===== src/rtl/rtcPkg.sv =====
package rtcPkg;
  typedef struct packed {
    logic clrFrac;
    logic ratioWide;
  } rtcStrobe_t;
endpackage


===== src/rtl/rtcCtrl.sv =====
module rtcCtrl
  import rtcPkg::*;
#(
  parameter int ADDR_W = 8,
  parameter int DATA_W = 32,
  parameter int FRAC_W = 12,
  parameter logic [ADDR_W-1:0] NUM_OFS = 8'h10,
  parameter logic [ADDR_W-1:0] DEN_OFS = 8'h14,
  parameter int NUM_RST = 4,
  parameter int DEN_RST = 25
) (
  input  logic              clk,
  input  logic              rst,
  input  logic              busWrEn,
  input  logic [ADDR_W-1:0] busAddr,
  input  logic [DATA_W-1:0] busWrData,
  output logic [DATA_W-1:0] busRdData,
  output logic [FRAC_W-1:0] numVal,
  output logic [FRAC_W-1:0] denVal,
  output rtcStrobe_t        strobe
);
  localparam int NREG = 2;

  logic [DATA_W-1:0] regQ [NREG];
  logic [NREG-1:0]   wrHit;
  logic [NREG-1:0]   rdHit;

  for (genvar g = 0; g < NREG; g++) begin : gReg
    localparam logic [ADDR_W-1:0] OFS  = (g == 0) ? NUM_OFS : DEN_OFS;
    localparam logic [DATA_W-1:0] RSTV = (g == 0) ? DATA_W'(NUM_RST) : DATA_W'(DEN_RST);

    assign rdHit[g] = (busAddr == OFS);
    assign wrHit[g] = busWrEn && rdHit[g];

    always_ff @(posedge clk) begin
      if (rst) regQ[g] <= RSTV;
      else if (wrHit[g]) regQ[g] <= busWrData;
    end

    AST_REG_HOLD: assert property (@(posedge clk) disable iff (rst)
      !wrHit[g] |=> $stable(regQ[g]));
  end

  always_comb begin
    busRdData = '0;
    for (int i = 0; i < NREG; i++)
      if (rdHit[i]) busRdData = regQ[i];
  end

  assign numVal          = regQ[0][FRAC_W-1:0];
  assign denVal          = regQ[1][FRAC_W-1:0];
  assign strobe.clrFrac  = |wrHit;
  assign strobe.ratioWide = (numVal >= denVal);

  AST_NUM_STORE: assert property (@(posedge clk) disable iff (rst)
    wrHit[0] |=> (regQ[0] == $past(busWrData)));
  AST_DEN_STORE: assert property (@(posedge clk) disable iff (rst)
    wrHit[1] |=> (regQ[1] == $past(busWrData)));
endmodule


===== src/rtl/rtcDatapath.sv =====
module rtcDatapath
  import rtcPkg::*;
#(
  parameter int FRAC_W  = 12,
  parameter int COUNT_W = 64
) (
  input  logic               clk,
  input  logic               rst,
  input  logic [FRAC_W-1:0]  numVal,
  input  logic [FRAC_W-1:0]  denVal,
  input  rtcStrobe_t         strobe,
  output logic [COUNT_W-1:0] count
);
  localparam int SUM_W = FRAC_W + 1;

  logic [FRAC_W-1:0]  fracQ, fracNext;
  logic [SUM_W-1:0]   sum;
  logic               step;
  logic [COUNT_W-1:0] countQ;

  always_comb begin
    sum = {1'b0, fracQ} + {1'b0, numVal};
    if (strobe.ratioWide) begin
      step     = 1'b1;
      fracNext = '0;
    end else if (sum >= {1'b0, denVal}) begin
      step     = 1'b1;
      fracNext = FRAC_W'(sum - {1'b0, denVal});
    end else begin
      step     = 1'b0;
      fracNext = sum[FRAC_W-1:0];
    end
  end

  always_ff @(posedge clk) begin
    if (rst) begin
      fracQ  <= '0;
      countQ <= '0;
    end else begin
      fracQ  <= strobe.clrFrac ? '0 : fracNext;
      countQ <= countQ + COUNT_W'(step);
    end
  end

  assign count = countQ;

  AST_STEP_ONE: assert property (@(posedge clk) disable iff (rst)
    1'b1 |=> (countQ == $past(countQ)) || (countQ == $past(countQ) + 1'b1));
  AST_FRAC_BOUND: assert property (@(posedge clk) disable iff (rst)
    (fracQ == '0) || (fracQ < denVal));
  AST_WRITE_CLEARS: assert property (@(posedge clk) disable iff (rst)
    strobe.clrFrac |=> (fracQ == '0));
  AST_WIDE_STEP: assert property (@(posedge clk) disable iff (rst)
    strobe.ratioWide |=> (countQ == $past(countQ) + 1'b1));
endmodule


===== src/rtl/rtcFracCounter.sv =====
module rtcFracCounter
  import rtcPkg::*;
#(
  parameter int ADDR_W  = 8,
  parameter int DATA_W  = 32,
  parameter int FRAC_W  = 12,
  parameter int COUNT_W = 64,
  parameter logic [ADDR_W-1:0] NUM_OFS = 8'h10,
  parameter logic [ADDR_W-1:0] DEN_OFS = 8'h14,
  parameter int NUM_RST = 4,
  parameter int DEN_RST = 25
) (
  input  logic               clk,
  input  logic               rst,
  input  logic               busWrEn,
  input  logic [ADDR_W-1:0]  busAddr,
  input  logic [DATA_W-1:0]  busWrData,
  output logic [DATA_W-1:0]  busRdData,
  output logic [COUNT_W-1:0] count
);
  logic [FRAC_W-1:0] numVal, denVal;
  rtcStrobe_t        strobe;

  rtcCtrl #(
    .ADDR_W(ADDR_W), .DATA_W(DATA_W), .FRAC_W(FRAC_W),
    .NUM_OFS(NUM_OFS), .DEN_OFS(DEN_OFS),
    .NUM_RST(NUM_RST), .DEN_RST(DEN_RST)
  ) uCtrl (
    .clk(clk), .rst(rst),
    .busWrEn(busWrEn), .busAddr(busAddr), .busWrData(busWrData),
    .busRdData(busRdData),
    .numVal(numVal), .denVal(denVal), .strobe(strobe)
  );

  rtcDatapath #(.FRAC_W(FRAC_W), .COUNT_W(COUNT_W)) uPath (
    .clk(clk), .rst(rst),
    .numVal(numVal), .denVal(denVal), .strobe(strobe),
    .count(count)
  );
endmodule


===== config.mk =====
export PLATFORM = sky130hd
export DESIGN_NAME = rtcFracCounter
export DESIGN_NICKNAME = d
export VERILOG_FILES = /design/src/rtl/rtcPkg.sv /design/src/rtl/rtcCtrl.sv /design/src/rtl/rtcDatapath.sv /design/src/rtl/rtcFracCounter.sv
export SDC_FILE = /design/constraint.sdc
export NUM_CORES = 1
export LEC_CHECK = 0
export BUFFER_PORTS_ARGS = -buffer_cell sky130_fd_sc_hd__buf_2
export CORE_MARGIN = 8
export CORE_UTILIZATION = 30
export CTS_CLUSTER_DIAMETER = 60
export DETAILED_ROUTE_END_ITERATION = 10
export GPL_TIMING_DRIVEN = 0
export SLEW_MARGIN = 20
export SYNTH_ARGS = -nofsm -noshare
export SYNTH_HDL_FRONTEND = slang
export SYNTH_SLANG_ARGS = --single-unit

===== constraint.sdc =====
create_clock -name clk -period 4.9 [get_ports clk]
set_input_delay 0.49 -clock clk [delete_from_list [all_inputs] [get_ports clk]]
set_output_delay 0.49 -clock clk [all_outputs]
set_load 0.1 [all_outputs]

==> impl_metrics.toml, run 1 <==
[run_status]
status = "finished, violations left"
violations = "setup timing"

[setup_path]
critPathKind = "flop to flop"
cp-end-kind = "flop"
setup.worst_path.start_class = "flop"
arrival_ps = 5330
crit_required_ps = 5250
cp_max_fo = 8

[timing]
final.period_utilization_pct = 102
slew-limit-headroom_pct = 38.8
setup_ws_ps = -81.7
slew_viol_final = 0
tightest_slew_ps = 918
finalHoldViolCount = 0
worst_hold_slack_ps = 337
max_freq_mhz = 201
final.setup_skew_ps = 14.9
setup_violations = 5
period_minus_slack_ps = 4980
rsz0062_at_grt = "true"

[floorplan]
die_h_um = 175
dieArea_um2 = 30600
start_util_pct = 30.3
chipWidth_um = 175
coreArea_um2 = 25000
placementRows = 58
io_pins = 139

[cts]
cts_hold_buf = 0
cts_tree = "built"
cts_made_buffers = 17
clk_latency_ps = 430
clock-sinks = 140
cts_root_buf = "clkbuf_16"
clockBufferDepth = 2
ctsHtreeMaxLevel = 4
clk_pin_slew_worst_paths_ps = 60

[drt]
antenna_left = 0
initialDrtViolationCount = 266
vias = 6346
drc = 0
viasPerCell = 4.80
post_drt_wl_per_cell_um = 15.9
drtPass1Iterations = 5
wirelength_um = 21000

[yosys]
synthTopCellsByCount = "nor2_1, dfxtp_1, edfxtp_1, and2_1, xor2_1"
synth_edf_count = 64
synth_seq_area_share_pct = 45.5
syn_nets = 875
netlist_area_um2 = 7570
synth_top_flop_cell = "dfxtp_1"
netlist_instances = 792
ys_types = 54
synth_area_leaders = "edfxtp_1, dfxtp_1, ha_1"
yosysWarningCount = 0
syn_area_per_cell_um2 = 9.56
yosys.area.top_type_share_pct = 25.4
synthArstFlopShare_pct = 0
yosysTopAreaCell = "edfxtp_1"
synth.ff_latch_count = 140
synth_most_common_cell = "nor2_1"

[global_routing]
gr-usage-all-layers_pct = 13.8
grt_pass1_vias = 6467
grt_pass1_wl_um = 34200
gr-total-overflow = 0
grt_max_degree = 33
grt_antenna_before_repair = 1

[cells_and_area]
finalNetCount = 1061
stdcell_area_um2 = 9860
drive_gt1_share_pct = 25.6
area_growth_pct = 30.3

[power_and_ir_drop]
power.leakage_uw = 0.00411
power_density_nw_per_um2 = 431
vdd_drop_max_mv = 0.235

[place]
hpwl_um = 15300
gp_congestion = 0.821
pre_cts_ws_ps = -731
place_area_um2 = 8800
numPortBuffers = 136

[hold_path]
min_path_type = "input port to flop"

[flow_run]
maxCapViolCount = 0
[through the flow]
step           total power, µW  util, %  cells  TNS (ps)
6_report                  4250     39.5   1322      -214
5_1_grt                   4510     39.5   1321     -3890
4_1_cts                   4210     39.1   1316     -1640
3_5_place_dp              2680     35.2   1259    -25120
3_3_place_gp              2680     35.1   1258    -23330
2_1_floorplan             2400        -    792     -96.9
[critical path, stage by stage (launching register included)]
cell,delay [ps]
edfxtp_1,450
ha_4,260
a211oi_4,270
o21ai_2,100
nor4bb_4,170
or4_4,490
and2_4,180
ha_4,260
nand4_1,80
a311o_1,330
o311ai_2,90
or3_4,180
ha_4,140
ha_4,130
nand4_1,110
or4_4,580
or4b_4,600
or3_1,370
a21oi_1,110
[worst paths after layout]
path	end	cells after the start	startpoint	slack (ps)
worst max register to register	uPath.count[36]	18	uCtrl.regQ[0][1]	-80
worst min-delay path	uCtrl.regQ[1][0]	2	busWrData[0]	340
worst min register to register	uPath.count[63]	2	uPath.count[63]	520
worst max-delay path	uPath.count[36]	18	uCtrl.regQ[0][1]	-80
[power by group]
part / switching, µW / total (µW) / internal (µW) / leakage, µW
Clock: 555 / 1390 / 837 / 0.000311
Sequential: 41.9 / 1330 / 1290 / 0.00122
Combinational: 852 / 1530 / 677 / 0.00258
[registers in the layout (all words and copies together), names as in the netlist]
name	count
uPath.fracQ	12
uCtrl.regQ	64
uPath.count	64
[layer usage]
metal,vias up,global-route usage (%),share of wire [%]
li1,3172,-,-
met1,3016,16.4,44
met2,123,23.4,49
met3,33,3.63,4.6
met4,2,5.62,2.4
met5,-,0,0.062
[repair_timing]
action                                  CTS  global route
gates resized for setup                  32            13
cloned                                    1             0
endpoints found under the setup margin   44            43
setup buffers                            25             6
pin swaps                                22            18
[placed cells by master, fill, tap and decap left out, types with 29 or more instances in the layout]
cell type  count
buf_2        137
xor2_1        43
nand2_1       32
buf_4         29
a21oi_1       32
nor2_1       109
nand3_1       36
mux2i_1       32
edfxtp_1      64
dfxtp_1       76
and2_1        61
[cells by family after synthesis]
family / share of synthesized area [%]
xor+xnor: 8.21
mux: 4.23
fa+ha+maj: 6.81
simple gates: 23.3
flops: 45.5
compound gates: 8.68
buf+inv: 3.32
[area by class of cell]
cell class	instances	area [µm²]
Multi-Input combinational cell	586	4160
Tap cell	330	413
Timing Repair Buffer	169	952
Sequential cell	140	3440
Antenna cell	1	2.50
Clock buffer	20	489
Buffer	34	144
Clock inverter	12	144
Fill cell	2525	15100
Inverter	30	113
Power figures use the tool's default switching activity.
==> inputs of run 2 (changes only) <==
Clock period 4.9 ns to 5.2 ns, I/O delays scaled along.
==> impl_metrics.toml, run 2 (synthesis gave the netlist of run 1 again) <==
[place]
numPortBuffers = 136
place_area_um2 = 8700
hpwl_um = 15300
pre_cts_ws_ps = -952
gp_congestion = 0.785
dp.cells = 1259

[cts]
clk_pin_slew_worst_paths_ps = 70
cts_made_buffers = 17
cts_hold_buf = 0
cts_root_buf = "clkbuf_16"
ctsHtreeMaxLevel = 4
clockBufferDepth = 2
cts_tree = "built"
clk_latency_ps = 430
clock-sinks = 140

[global_routing]
grt_antenna_before_repair = 2
gr-total-overflow = 0
grt_max_degree = 33
grt_pass1_wl_um = 33600
gr-usage-all-layers_pct = 13.5
grt_pass1_vias = 6402

[cells_and_area]
drive_gt1_share_pct = 24.7
stdcell_area_um2 = 9830
finalNetCount = 1060
final_common_cell = "buf_2"
mostFrequentLayoutCells = "buf_2, nor2_1, dfxtp_1"
finalNonFillerCells = 1321
area_growth_pct = 29.9

[drt]
antenna_left = 0
wirelength_um = 20900
initialDrtViolationCount = 331
post_drt_wl_per_cell_um = 15.8
vias = 6329
drtPass1Iterations = 5
viasPerCell = 4.79
drc = 0

[timing]
finalHoldViolCount = 0
slew_viol_final = 0
finalSetupTns_ps = 0
rsz0062_at_grt = "true"
final.period_utilization_pct = 98.6
final.setup_skew_ps = 15.8
max_freq_mhz = 195
setup_violations = 0
worst_hold_slack_ps = 359
tightest_slew_ps = 902
setup_ws_ps = 72.9
slew-limit-headroom_pct = 39.9
period_minus_slack_ps = 5130

[setup_path]
arrival_ps = 5480
critPathKind = "flop to flop"
setup.worst_path.start_class = "flop"
worstReg2RegStart = "uCtrl.regQ[0][4]"
cp-end-kind = "flop"
crit_required_ps = 5550
startpoint = "uCtrl.regQ[0][4]"
cp_max_fo = 8

[power_and_ir_drop]
power.leakage_uw = 0.00413
power_density_nw_per_um2 = 401
vdd_drop_max_mv = 0.251

[hold_path]
min_path_type = "input port to flop"
hp-start = "busWrData[2]"

[floorplan]
io_pins = 139
dieArea_um2 = 30600
placementRows = 58
start_util_pct = 30.3
die_h_um = 175
chipWidth_um = 175
coreArea_um2 = 25000

[run_status]
status = "complete, no violations"

[flow_run]
maxCapViolCount = 0
## run 2: changes by cell type in the layout (fill, tap and decap cells not counted), sizes merged
cell | previous run | this run
buf | 173 | 174
inv | 37 | 38
bufinv | 2 | 0
clkinv | 2 | 6
clkbuf | 50 | 45
## run 2: area by class of cell
class / instances / area, µm²
diodes: 1 / 2.50
clock inverters: 15 / 183
inverters: 30 / 113
clock buffers: 17 / 425
plain buffers: 33 / 141
flip-flops and latches: 140 / 3440
multi-input cells: 586 / 4160
fillers: 2521 / 15100
repair buffers: 169 / 952
well taps: 330 / 413
## run 2: final timing paths
path / end / slack [ps] / cells past startpoint
worst min-delay path: uCtrl.regQ[0][2] / 360 / 2
worst max-delay path: uPath.count[30] / 70 / 18
worst max register to register: uPath.count[30] / 70 / 18
worst min register to register: uPath.count[34] / 530 / 2
## run 2: through the flow
stage / total power [µW] / utilization (%)
final: 3940 / 39.4
after global routing: 4160 / 39.4
after CTS: 3940 / 39.0
after detailed placement: 2480 / 34.8
after global placement: 2470 / 34.7
after floorplan: 2220 / -
## run 2: critical path, stage by stage, from the launching register on
cell	delay, ps
edfxtp_1	450
ha_4	210
nor4_4	290
o21ai_2	110
nor4bb_4	170
or4_4	540
and2_4	180
ha_4	290
nand4_1	110
a311o_1	350
o311ai_4	120
or3_4	210
ha_4	140
ha_4	120
nand4_1	160
or4_4	540
or4b_4	590
or3_1	340
a21oi_2	130
## run 2: metal layers
metal | wire length, µm | share of wire [%] | track usage (%)
met1 | 9170 | 44 | 16.0
met5 | 12 | 0.058 | 0
met4 | 168 | 0.81 | 3.07
met2 | 10100 | 48 | 22.7
met3 | 1460 | 7.0 | 5.20
## run 2: repair_timing
item                                    in CTS  in global routing
gates resized for setup                     43                 13
gates cloned                                 0                  1
endpoints found under the setup margin      47                 42
pin swaps                                   23                 12
buffers inserted                            23                  8
## run 2: report_power, final
group          total [µW]  switching [µW]  internal [µW]
clock network        1230             576            653
registers            1260            43.9           1220
logic                1460             811            645
total                3940            1430           2510
